### config.mk
export PLATFORM = sky130hd
export DESIGN_NAME = tan_dbl_core
export DESIGN_NICKNAME = d
export VERILOG_FILES = /design/src/rtl/tdl_pkg.sv /design/src/rtl/tdl_rom.sv /design/src/rtl/fp2_lin.sv /design/src/rtl/fp2_mul.sv /design/src/rtl/tan_dbl_core.sv
export SDC_FILE = /design/constraint.sdc
export NUM_CORES = 2
export LEC_CHECK = 0
export CAP_MARGIN = 25
export CORE_MARGIN = 2
export CORE_UTILIZATION = 35
export CTS_CLUSTER_SIZE = 14
export DETAILED_ROUTE_END_ITERATION = 8
export HOLD_SLACK_MARGIN = 0.03
export PLACE_DENSITY_LB_ADDON = 0.08
export SLEW_MARGIN = 20
export SYNTH_ARGS = -nofsm -noshare
export SYNTH_HDL_FRONTEND = slang
export SYNTH_SLANG_ARGS = --single-unit
export TNS_END_PERCENT = 5
### constraint.sdc
create_clock -name clk -period 54.9 [get_ports clk]
set_clock_uncertainty 0.15 [all_clocks]
set_input_delay 10.98 -clock clk [delete_from_list [all_inputs] [get_ports clk]]
set_output_delay 10.98 -clock clk [all_outputs]
set_load 0.02 [all_outputs]
### src/rtl/tdl_pkg.sv
package tdl_pkg;

    localparam int NUM_STEPS = 30;
    localparam int NREG      = 14;

    typedef enum logic [3:0] {
        RX1, RY1, RZ1, RYP, RXP,
        RT1, RT2, RT3,
        RX3, RY3, RZ3,
        RL0, RL1, RL3
    } reg_e;

    typedef enum logic [2:0] {
        OP_ADD, OP_SUB, OP_MULI, OP_MUL, OP_SCL
    } op_e;

    typedef struct packed {
        op_e  op;
        reg_e dst;
        reg_e src_a;
        reg_e src_b;
    } step_t;

endpackage

### src/rtl/tdl_rom.sv
module tdl_rom
    import tdl_pkg::*;
(
    input  logic [4:0] idx_i,
    output step_t      step_o
);
    // Squarings are multiplications with both sources equal; doublings are adds.
    always_comb begin
        case (idx_i)
            5'd0:  step_o = '{OP_MUL,  RT1, RX1, RX1};
            5'd1:  step_o = '{OP_MUL,  RT2, RY1, RY1};
            5'd2:  step_o = '{OP_MUL,  RT3, RZ1, RZ1};
            5'd3:  step_o = '{OP_ADD,  RX3, RX1, RY1};
            5'd4:  step_o = '{OP_MUL,  RX3, RX3, RX3};
            5'd5:  step_o = '{OP_SUB,  RX3, RX3, RT1};
            5'd6:  step_o = '{OP_SUB,  RX3, RX3, RT2};
            5'd7:  step_o = '{OP_ADD,  RL1, RY1, RZ1};
            5'd8:  step_o = '{OP_MUL,  RL1, RL1, RL1};
            5'd9:  step_o = '{OP_SUB,  RL1, RL1, RT2};
            5'd10: step_o = '{OP_SUB,  RL1, RL1, RT3};
            5'd11: step_o = '{OP_MULI, RL0, RT3, RT3};
            5'd12: step_o = '{OP_ADD,  RL3, RL0, RL0};
            5'd13: step_o = '{OP_ADD,  RL0, RL0, RL3};
            5'd14: step_o = '{OP_ADD,  RY3, RL0, RL0};
            5'd15: step_o = '{OP_ADD,  RL3, RL0, RY3};
            5'd16: step_o = '{OP_SUB,  RZ3, RT2, RL3};
            5'd17: step_o = '{OP_MUL,  RX3, RX3, RZ3};
            5'd18: step_o = '{OP_ADD,  RL3, RT2, RL3};
            5'd19: step_o = '{OP_MUL,  RL3, RL3, RL3};
            5'd20: step_o = '{OP_MUL,  RY3, RY3, RY3};
            5'd21: step_o = '{OP_SUB,  RL3, RL3, RY3};
            5'd22: step_o = '{OP_ADD,  RY3, RY3, RY3};
            5'd23: step_o = '{OP_SUB,  RY3, RL3, RY3};
            5'd24: step_o = '{OP_MUL,  RZ3, RT2, RL1};
            5'd25: step_o = '{OP_ADD,  RZ3, RZ3, RZ3};
            5'd26: step_o = '{OP_ADD,  RZ3, RZ3, RZ3};
            5'd27: step_o = '{OP_SUB,  RL3, RT2, RL0};
            5'd28: step_o = '{OP_SCL,  RL0, RYP, RL1};
            5'd29: step_o = '{OP_SCL,  RL1, RXP, RT1};
            default: step_o = '{OP_ADD, RT1, RT1, RT1};
        endcase
    end
endmodule

### src/rtl/fp2_lin.sv
module fp2_lin
    import tdl_pkg::*;
#(
    parameter int W = 8,
    parameter int P = 251
) (
    input  op_e            op_i,
    input  logic [2*W-1:0] a_i,
    input  logic [2*W-1:0] b_i,
    output logic [2*W-1:0] r_o
);
    localparam logic [W:0] PW = (W+1)'(P);

    function automatic logic [W-1:0] m_add(input logic [W-1:0] a, input logic [W-1:0] b);
        logic [W:0] s;
        s = {1'b0, a} + {1'b0, b};
        if (s >= PW) s = s - PW;
        return s[W-1:0];
    endfunction

    function automatic logic [W-1:0] m_sub(input logic [W-1:0] a, input logic [W-1:0] b);
        logic [W:0] s;
        if (a >= b) s = {1'b0, a} - {1'b0, b};
        else        s = {1'b0, a} + PW - {1'b0, b};
        return s[W-1:0];
    endfunction

    logic [W-1:0] sum_l [2];
    logic [W-1:0] dif_l [2];

    for (genvar g = 0; g < 2; g++) begin : g_lane
        assign sum_l[g] = m_add(a_i[g*W +: W], b_i[g*W +: W]);
        assign dif_l[g] = m_sub(a_i[g*W +: W], b_i[g*W +: W]);
    end

    logic [W-1:0] twre_w, twim_w;
    // (1 - i)(a + b i) = (a + b) + (b - a) i
    assign twre_w = m_add(a_i[W-1:0], a_i[2*W-1:W]);
    assign twim_w = m_sub(a_i[2*W-1:W], a_i[W-1:0]);

    always_comb begin
        case (op_i)
            OP_SUB:  r_o = {dif_l[1], dif_l[0]};
            OP_MULI: r_o = {twim_w, twre_w};
            default: r_o = {sum_l[1], sum_l[0]};
        endcase
    end
endmodule

### src/rtl/fp2_mul.sv
module fp2_mul #(
    parameter int W = 8,
    parameter int P = 251
) (
    input  logic           scl_i,
    input  logic [2*W-1:0] a_i,
    input  logic [2*W-1:0] b_i,
    output logic [2*W-1:0] r_o
);
    localparam logic [W:0]     PW = (W+1)'(P);
    localparam logic [2*W-1:0] PM = (2*W)'(P);

    function automatic logic [W-1:0] m_add(input logic [W-1:0] a, input logic [W-1:0] b);
        logic [W:0] s;
        s = {1'b0, a} + {1'b0, b};
        if (s >= PW) s = s - PW;
        return s[W-1:0];
    endfunction

    function automatic logic [W-1:0] m_sub(input logic [W-1:0] a, input logic [W-1:0] b);
        logic [W:0] s;
        if (a >= b) s = {1'b0, a} - {1'b0, b};
        else        s = {1'b0, a} + PW - {1'b0, b};
        return s[W-1:0];
    endfunction

    function automatic logic [W-1:0] m_mul(input logic [W-1:0] a, input logic [W-1:0] b);
        logic [2*W-1:0] pr;
        pr = (2*W)'(a) * (2*W)'(b);
        pr = pr % PM;
        return pr[W-1:0];
    endfunction

    logic [W-1:0] a_re, a_im, b_re, b_im;
    assign a_re = a_i[W-1:0];
    assign a_im = a_i[2*W-1:W];
    assign b_re = b_i[W-1:0];
    assign b_im = b_i[2*W-1:W];

    logic [W-1:0] rr_w, ii_w, ri_w, ir_w;
    assign rr_w = m_mul(a_re, b_re);
    assign ii_w = m_mul(a_im, b_im);
    assign ri_w = m_mul(a_re, b_im);
    assign ir_w = m_mul(a_im, b_re);

    // Scaling treats a_i as an Fp value and reuses two of the four products.
    always_comb begin
        if (scl_i) r_o = {ri_w, rr_w};
        else       r_o = {m_add(ri_w, ir_w), m_sub(rr_w, ii_w)};
    end
endmodule

### src/rtl/tan_dbl_core.sv
module tan_dbl_core
    import tdl_pkg::*;
#(
    parameter int W = 8,
    parameter int P = 251
) (
    input  logic           clk,
    input  logic           rst_n,
    input  logic           start_i,
    input  logic [2*W-1:0] x1_i,
    input  logic [2*W-1:0] y1_i,
    input  logic [2*W-1:0] z1_i,
    input  logic [W-1:0]   yp_i,
    input  logic [W-1:0]   xpn_i,
    output logic [2*W-1:0] x3_o,
    output logic [2*W-1:0] y3_o,
    output logic [2*W-1:0] z3_o,
    output logic [2*W-1:0] l0_o,
    output logic [2*W-1:0] l1_o,
    output logic [2*W-1:0] l3_o,
    output logic           done_o
);
    localparam int         FW        = 2 * W;
    localparam logic [4:0] LAST_STEP = 5'(NUM_STEPS - 1);
    localparam logic [W:0] PW        = (W+1)'(P);

    typedef struct packed {
        logic                     busy;
        logic                     done;
        logic [4:0]               step;
        logic [NREG-1:0][FW-1:0]  rf;
    } st_t;

    st_t st_d, st_q;

    step_t          cur_w;
    logic [FW-1:0]  opa_w, opb_w, lin_w, mul_w, res_w;
    logic           use_mul_w;

    tdl_rom u_rom (
        .idx_i  (st_q.step),
        .step_o (cur_w)
    );

    assign opa_w     = st_q.rf[cur_w.src_a];
    assign opb_w     = st_q.rf[cur_w.src_b];
    assign use_mul_w = (cur_w.op == OP_MUL) || (cur_w.op == OP_SCL);

    fp2_lin #(.W(W), .P(P)) u_lin (
        .op_i (cur_w.op),
        .a_i  (opa_w),
        .b_i  (opb_w),
        .r_o  (lin_w)
    );

    fp2_mul #(.W(W), .P(P)) u_mul (
        .scl_i (cur_w.op == OP_SCL),
        .a_i   (opa_w),
        .b_i   (opb_w),
        .r_o   (mul_w)
    );

    assign res_w = use_mul_w ? mul_w : lin_w;

    always_comb begin
        st_d      = st_q;
        st_d.done = 1'b0;
        if (!st_q.busy) begin
            if (start_i) begin
                st_d.busy     = 1'b1;
                st_d.step     = 5'd0;
                st_d.rf[RX1]  = x1_i;
                st_d.rf[RY1]  = y1_i;
                st_d.rf[RZ1]  = z1_i;
                st_d.rf[RYP]  = {{W{1'b0}}, yp_i};
                st_d.rf[RXP]  = {{W{1'b0}}, xpn_i};
            end
        end else begin
            st_d.rf[cur_w.dst] = res_w;
            if (st_q.step == LAST_STEP) begin
                st_d.busy = 1'b0;
                st_d.done = 1'b1;
            end else begin
                st_d.step = st_q.step + 5'd1;
            end
        end
    end

    always_ff @(posedge clk) begin
        if (!rst_n) st_q <= '0;
        else        st_q <= st_d;
    end

    assign x3_o   = st_q.rf[RX3];
    assign y3_o   = st_q.rf[RY3];
    assign z3_o   = st_q.rf[RZ3];
    assign l0_o   = st_q.rf[RL0];
    assign l1_o   = st_q.rf[RL1];
    assign l3_o   = st_q.rf[RL3];
    assign done_o = st_q.done;


    done_pulse_chk: assert property (@(posedge clk) disable iff (!rst_n)
        st_q.done |=> !st_q.done);


    done_source_chk: assert property (@(posedge clk) disable iff (!rst_n)
        $rose(st_q.done) |-> ($past(st_q.busy) && $past(st_q.step) == LAST_STEP));


    step_walk_chk: assert property (@(posedge clk) disable iff (!rst_n)
        (st_q.busy && st_q.step != LAST_STEP) |=>
        (st_q.busy && st_q.step == $past(st_q.step) + 5'd1));


    reduced_chk: assert property (@(posedge clk) disable iff (!rst_n)
        st_q.busy |-> ({1'b0, res_w[W-1:0]} < PW && {1'b0, res_w[FW-1:W]} < PW));


    hold_chk: assert property (@(posedge clk) disable iff (!rst_n)
        (!st_q.busy && !start_i) |=>
        ($stable(x3_o) && $stable(y3_o) && $stable(z3_o) &&
         $stable(l0_o) && $stable(l1_o) && $stable(l3_o)));

endmodule

* Word level (Yosys, flattened, before mapping)
Memory sizes are Yosys's and may differ from the RTL's. A register that Yosys moved wholly into a read port is not among the register bits.
Index checks and enable logic that the tools add are counted.
** Word-level totals
- Register bits :: 231
- Latch bits :: 0
- Bits in writable memories :: 0
- ROM bits :: 480
- Input port bits :: 67
- Output and inout port bits :: 97
- Logic and storage cells :: 97
- Memories :: 1
** Cells by class
- Add/sub/neg operators :: 20
- Multipliers :: 4
- Div/mod/pow operators :: 4
- $lt $le $gt $ge :: 12
- Equal/unequal tests :: 6
- Shifts and indexed selects :: 0
- Multiplexer cells :: 28
- Bitwise operators :: 0
- Reductions and logical operators :: 5
** Memory list
- (no name shown) :: depth 32, bits a word 15, read ports 1, clocked after Yosys merged registers in 1, wr ports 0, line tdl_rom.sv:9 : case (idx_i)
** Operator list (count)
- $bwmux W224 :: 1
- $mux W80 :: 2
- $bmux W16 S4 :: 2
- $mux W16 :: 5
- $demux W16 S4 :: 1
- $mod A16 B8 Y16 const B :: 4
- $mul A8 B8 Y16 :: 4
- $mux W8 :: 8
- $sub A8 B8 Y8 :: 8
- $add A8 B8 Y9 :: 4
- $ge A9 B8 Y1 const B :: 4
- $ge A8 B8 Y1 :: 4
- $pmux W16 S2 :: 1
- $sub A8 B8 Y8 const B :: 4
- $mux W5 :: 5
- $add A8 B8 Y8 const B :: 3
- $lt A4 B5 Y1 const B :: 3
- $eq A3 B2 Y1 const B :: 2
- $add A5 B1 Y5 const B :: 1
- $eq A5 B5 Y1 const B :: 1
- $ge A4 B1 Y1 const B :: 1
- $reduce_and A2 Y1 :: 2
- $eq A3 B1 Y1 const B :: 1
- $eq A3 B3 Y1 const B :: 1
- other kinds (6) :: 7

* Depth between registers and ports, before layout
- Word-level depth :: 11
- Gate-level depth with buffers :: 87

* Cells and area by module
From an unflattened synthesis, not the netlist that was laid out.
** Unflattened totals
- Cells, all modules :: 5097
- Area, all modules :: 39842.0 µm²
** Modules (own cells, without submodules)
- fp2_mul :: times used 1, cells each 2982, area an instance 21485.6 µm², sequential area each 0.0 µm²
- tan_dbl_core :: times used 1, cells each 1440, area an instance 13332.8 µm², sequential area each 4624.4 µm²
- fp2_lin :: times used 1, cells each 579, area an instance 4335.4 µm², sequential area each 0.0 µm²
- tdl_rom :: times used 1, cells each 96, area an instance 688.2 µm², sequential area each 0.0 µm²

* Worst setup path after synthesis
OpenSTA, ideal clock, no wires.
- Path kind :: reg-to-reg
- From :: register, netlist name u_rom.step_o[4]
- To :: register st_q[63] (netlist bit)
- Library setup time :: 0.115 ns
- Data arrival time :: 18.495 ns
- Data required time :: 54.635 ns
- Setup slack :: 36.140 ns
- Cell stages (with the launch flop) :: 66
- Path buffers :: 9
- Clock period less this slack :: 18.760 ns
- Cell sequence :: dfxtp_1 clkbuf_1 clkbuf_1 buf_1 buf_1 clkbuf_1 buf_1 clkbuf_1 mux4_2 mux2i_1 nor2_1 a311oi_1 clkbuf_1 nor2_1 fa_1 inv_1 fa_1 fa_1 [... 30 more ...] o41ai_4 mux2_2 fa_1 a21oi_1 nor2_1 nor2_1 o21bai_1 a21oi_1 xnor2_1 nand4_1 o31ai_1 nand2_1 nor2_1 xnor2_1 a21oi_1 clkbuf_1 a21oi_1 o21a_1
** On the way
- Word-level cells in the longest chain between the ends :: 11
- Elaborated cells on any way between the ends :: 28
** RTL lines
- $bmux W16 S4 (*) :: line tan_dbl_core.sv:45 : assign opa_w = st_q.rf[cur_w.src_a];
- $mux W16 (not written as such) (*) :: line tan_dbl_core.sv:45
- $mul A8 B8 Y16 :: line fp2_mul.sv:29 : pr = (2*W)'(a) * (2*W)'(b);
- $mod A16 B8 Y16 :: line fp2_mul.sv:30 : pr = pr % PM;
- $add A8 B8 Y9 :: line fp2_mul.sv:15 : s = {1'b0, a} + {1'b0, b};
- $sub A8 B8 Y8 or $ge A9 B8 Y1 (tied branches) :: line fp2_mul.sv:16 : if (s >= PW) s = s - PW;
- $mux W8 :: line fp2_mul.sv:16
- $mux W16 :: line fp2_mul.sv:48 : if (scl_i) r_o = {ri_w, rr_w};
- $mux W16 (*) :: line tan_dbl_core.sv:63 : assign res_w = use_mul_w ? mul_w : lin_w;
- $bwmux W224 (*) :: line tan_dbl_core.sv:79 : st_d.rf[cur_w.dst] = res_w;
- $mux W80 (*) :: line tan_dbl_core.sv:68 : if (!st_q.busy) begin
- end signal: assignment :: line tan_dbl_core.sv:91 : else st_q <= st_d;
- end: declaration :: line tan_dbl_core.sv:34 : st_t st_d, st_q;
Mark *: on every way between the ends. The rest lies on a longest branch, timed or not. The select of a mux whose other input is x is not followed.
A chain may end at the register's enable or synchronous reset.

* Final worst setup path
- From :: register, netlist name u_rom.step_o[4]
- To :: register st_q[7] (netlist bit)
** On the way
- Word-level cells in the longest chain between the ends :: 11
- Elaborated cells on any way between the ends :: 29
** RTL lines
- $bmux W16 S4 (*) :: line tan_dbl_core.sv:45
- $mux W16 (not written as such) (*) :: line tan_dbl_core.sv:45
- $mul A8 B8 Y16 :: line fp2_mul.sv:29
- $mod A16 B8 Y16 :: line fp2_mul.sv:30
- $add A8 B8 Y8 :: line fp2_mul.sv:23 : else s = {1'b0, a} + PW - {1'b0, b};
- $sub A8 B8 Y8 :: line fp2_mul.sv:23
- $mux W8 :: line fp2_mul.sv:22 : if (a >= b) s = {1'b0, a} - {1'b0, b};
- $mux W16 :: line fp2_mul.sv:48
- $mux W16 (*) :: line tan_dbl_core.sv:63
- $bwmux W224 (*) :: line tan_dbl_core.sv:79
- $mux W80 (*) :: line tan_dbl_core.sv:68
Marks and branches as above.

==> impl_metrics.py <==
metrics = {
    "status": {
        "status": "finished, final reports clean",
    },
    "yosys": {
        "synth_edf_count": 0,
        "yosysTopAreaCellShare_pct": 12.33,
        "synth_top_area_cell": "dfxtp_1",
        "synth_cells": 5213,
        "ys_seq_area_share_pct": 12.33,
        "ys.flop_type": "dfxtp_1",
        "synth.avg_cell_area_um2": 7.661,
        "syn_nets": 5704,
        "syn-cell-area_um2": 39940,
        "ys_top_cells_by_area": "dfxtp_1, ha_1, fa_1",
        "yosysWarningCount": 0,
        "synth-seq-cells": 246,
        "synth_cell_types": 136,
        "ys_async_sr_fraction_pct": 0,
    },
    "sta": {
        "fin_crit_sh_pct": 37.94,
        "hold_ws_ps": 322.0,
        "worst_slew_pin_slew_ps": 1141,
        "clock.fmax_mhz": 48.01,
        "finalHoldViolCount": 0,
        "slew_viol_final": 0,
        "setup_violations": 0,
        "rsz0062_at_grt": "no",
        "worst_slack_ps": 34070,
        "fin_tns_setup_ps": 0,
        "max_slew_margin_pct": 23.93,
        "period_minus_slack_ps": 20830,
    },
    "worst_setup_path": {
        "required_ps": 55170,
        "crit_buf_inv": 8,
        "arrival_ps": 21100,
        "start_kind": "flip-flop",
        "startpoint": "u_rom.step_o[4]",
        "cp_slowest_cell": "dfxtp_4",
        "cp_slowest_stage_delay_ps": 820,
        "cpMostUsedCell": "a21oi_1",
        "crit_fanout": 38,
        "r2r_start": "u_rom.step_o[4]",
        "end_kind": "flip-flop",
        "critical_path_class": "flip-flop to flip-flop",
        "cp_top_family": "compound AO/OA/AOI/OAI gates",
    },
    "floorplan": {
        "die_h_um": 341.8,
        "num_rows": 123,
        "dieArea_um2": 116800,
        "die_x_um": 341.8,
        "io_pins": 164,
        "core-area_um2": 112800,
        "initial_core_util_pct": 35.40,
    },
    "layout": {
        "fin_cells": 6639,
        "diodes": 0,
        "nets": 5610,
        "finalInstanceArea_um2": 43440,
        "drive_above_1_share_pct": 8.795,
        "finish.utilization_pct": 38.51,
        "area_growth_pct": 8.773,
    },
    "place": {
        "place_congestion": 0.8592,
        "dpl.hpwl_um": 115300,
        "place_ws_ps": 34010,
        "port_buffers": 163,
        "placed_area_um2": 42430,
        "place_inst": 6585,
    },
    "clocking": {
        "clockBufferDepth": 3,
        "cts.sinks": 246,
        "clkTransAtPathRegs_ps": 70,
        "clk-insertion-delay-late_ps": 600,
        "htree_num_levels": 1,
        "cts_root_buf": "clkbuf_16",
        "hold_buffers": 0,
        "cts-buffers-inserted": 28,
        "cts_resized": 0,
        "post_cts.repair.setup_buffers": 0,
        "tritoncts": "done",
    },
    "grt": {
        "grt_util_all_layers_pct": 24.74,
        "grt-ovfl-total": 0,
        "grt_max_degree": 83,
        "antenna_found_initial": 1,
        "grt_pass1_vias": 37890,
        "grt_pass1_wl_um": 231300,
    },
    "routing": {
        "drt-pass1-iter-count": 6,
        "route.vias.total": 39486,
        "drt_iter0_drc": 2876,
        "wl_um": 150000,
        "postRouteAntennaNets": 0,
        "wl_per_cell_um": 22.60,
        "drcViolationCount": 0,
        "viasPerCell": 5.948,
    },
    "worst_hold_path": {
        "min_from": "st_q[106]",
        "worstHoldPathType": "flip-flop to flip-flop",
    },
    "power": {
        "p_leak_nw": 16.83,
        "irDropWorstVdd_uv": 123.2,
        "pwr_density_cell_nw_per_um2": 58.64,
        "total_power_mw": 2.547,
    },
    "job": {
        "cap_violations": 0,
    },
}
cell families (layout without fill, tap and decap cells):
logic type	Yosys count	count (layout)	share of synthesized area, %
DFF	246	246	12.33
muxes	233	233	8.584
buffers and inverters	722	648	8.030
and+or+nand+nor	1789	1789	21.76
xor gates and xnor gates	223	223	4.966
adders and majority gates	433	433	16.48
AOI/OAI and AO/OA	1567	1567	27.85
synthesized netlist by cell type, types with 79 or more instances:
cell      number
nor2_1       518
nand2_1      474
inv_1        330
a21oi_1      324
o21ai_0      275
ha_1         266
dfxtp_1      246
clkbuf_1     206
nand3_1      165
fa_1         158
xnor2_1      152
nor3_1       134
mux2i_1      121
buf_4        107
mux4_2        84
o221ai_1      79
layout make-up:
type / instances / area (um2)
multi-input combinational: 4245 / 32010
fill: 11864 / 69370
tap: 1500 / 1877
inverter: 340 / 1276
clock buffer: 39 / 802.0
clock inverter: 11 / 185.2
sequential: 246 / 4935
timing repair buffer: 258 / 2352
tightest hold or removal path: stages (launching register included):
cell and delay [ps]:
dfxtp_1 320, nand2_1 50, a21boi_1 50
sequential cells by signal (all words and copies together), names as in the netlist:
signal        count
st_q            134
x3_o             16
y3_o             16
u_rom.step_o     15
l0_o             16
done_o            1
l1_o             16
l3_o             16
z3_o             16
per-layer routing:
layer / vias up / GRT usage (%) / share of wire, %
met2: 1043 / 41.71 / 47
met1: 19394 / 34.74 / 47
li1: 18915 / - / -
met3: 134 / 1.822 / 4.2
met5: - / 0 / 0
met4: 0 / 4.580 / 1.7
layout by cell type (no fill, tap or decap), drive strengths merged, types with 51 or more instances in the layout:
cell | Yosys | layout
and3 | 53 | 53
inv | 330 | 330
clkdlybuf4s50 | 0 | 162
mux2i | 122 | 122
nand4 | 51 | 51
fa | 158 | 158
nand3 | 167 | 167
a21o | 74 | 74
nand2b | 59 | 59
o21ai | 342 | 342
nor3 | 140 | 140
buf | 175 | 95
o31ai | 60 | 60
mux4 | 84 | 84
a31oi | 60 | 60
nor2 | 523 | 523
a21oi | 334 | 334
xnor2 | 155 | 155
nand2 | 474 | 474
xor2 | 68 | 68
o221ai | 81 | 81
ha | 266 | 266
dfxtp | 246 | 246
final timing paths:
path / end / slack (ps) / cells past startpoint
max: st_q[7] / 34070 / 72
min: st_q[106] / 320 / 2
max reg2reg: st_q[7] / 34070 / 72
min reg2reg: st_q[106] / 320 / 2
power breakdown:
part | internal [mW] | switching (mW)
logic | 0.659 | 1.48
registers | 0.191 | 0.0121
clock network | 0.121 | 0.0846
Power figures use the tool's default switching activity.
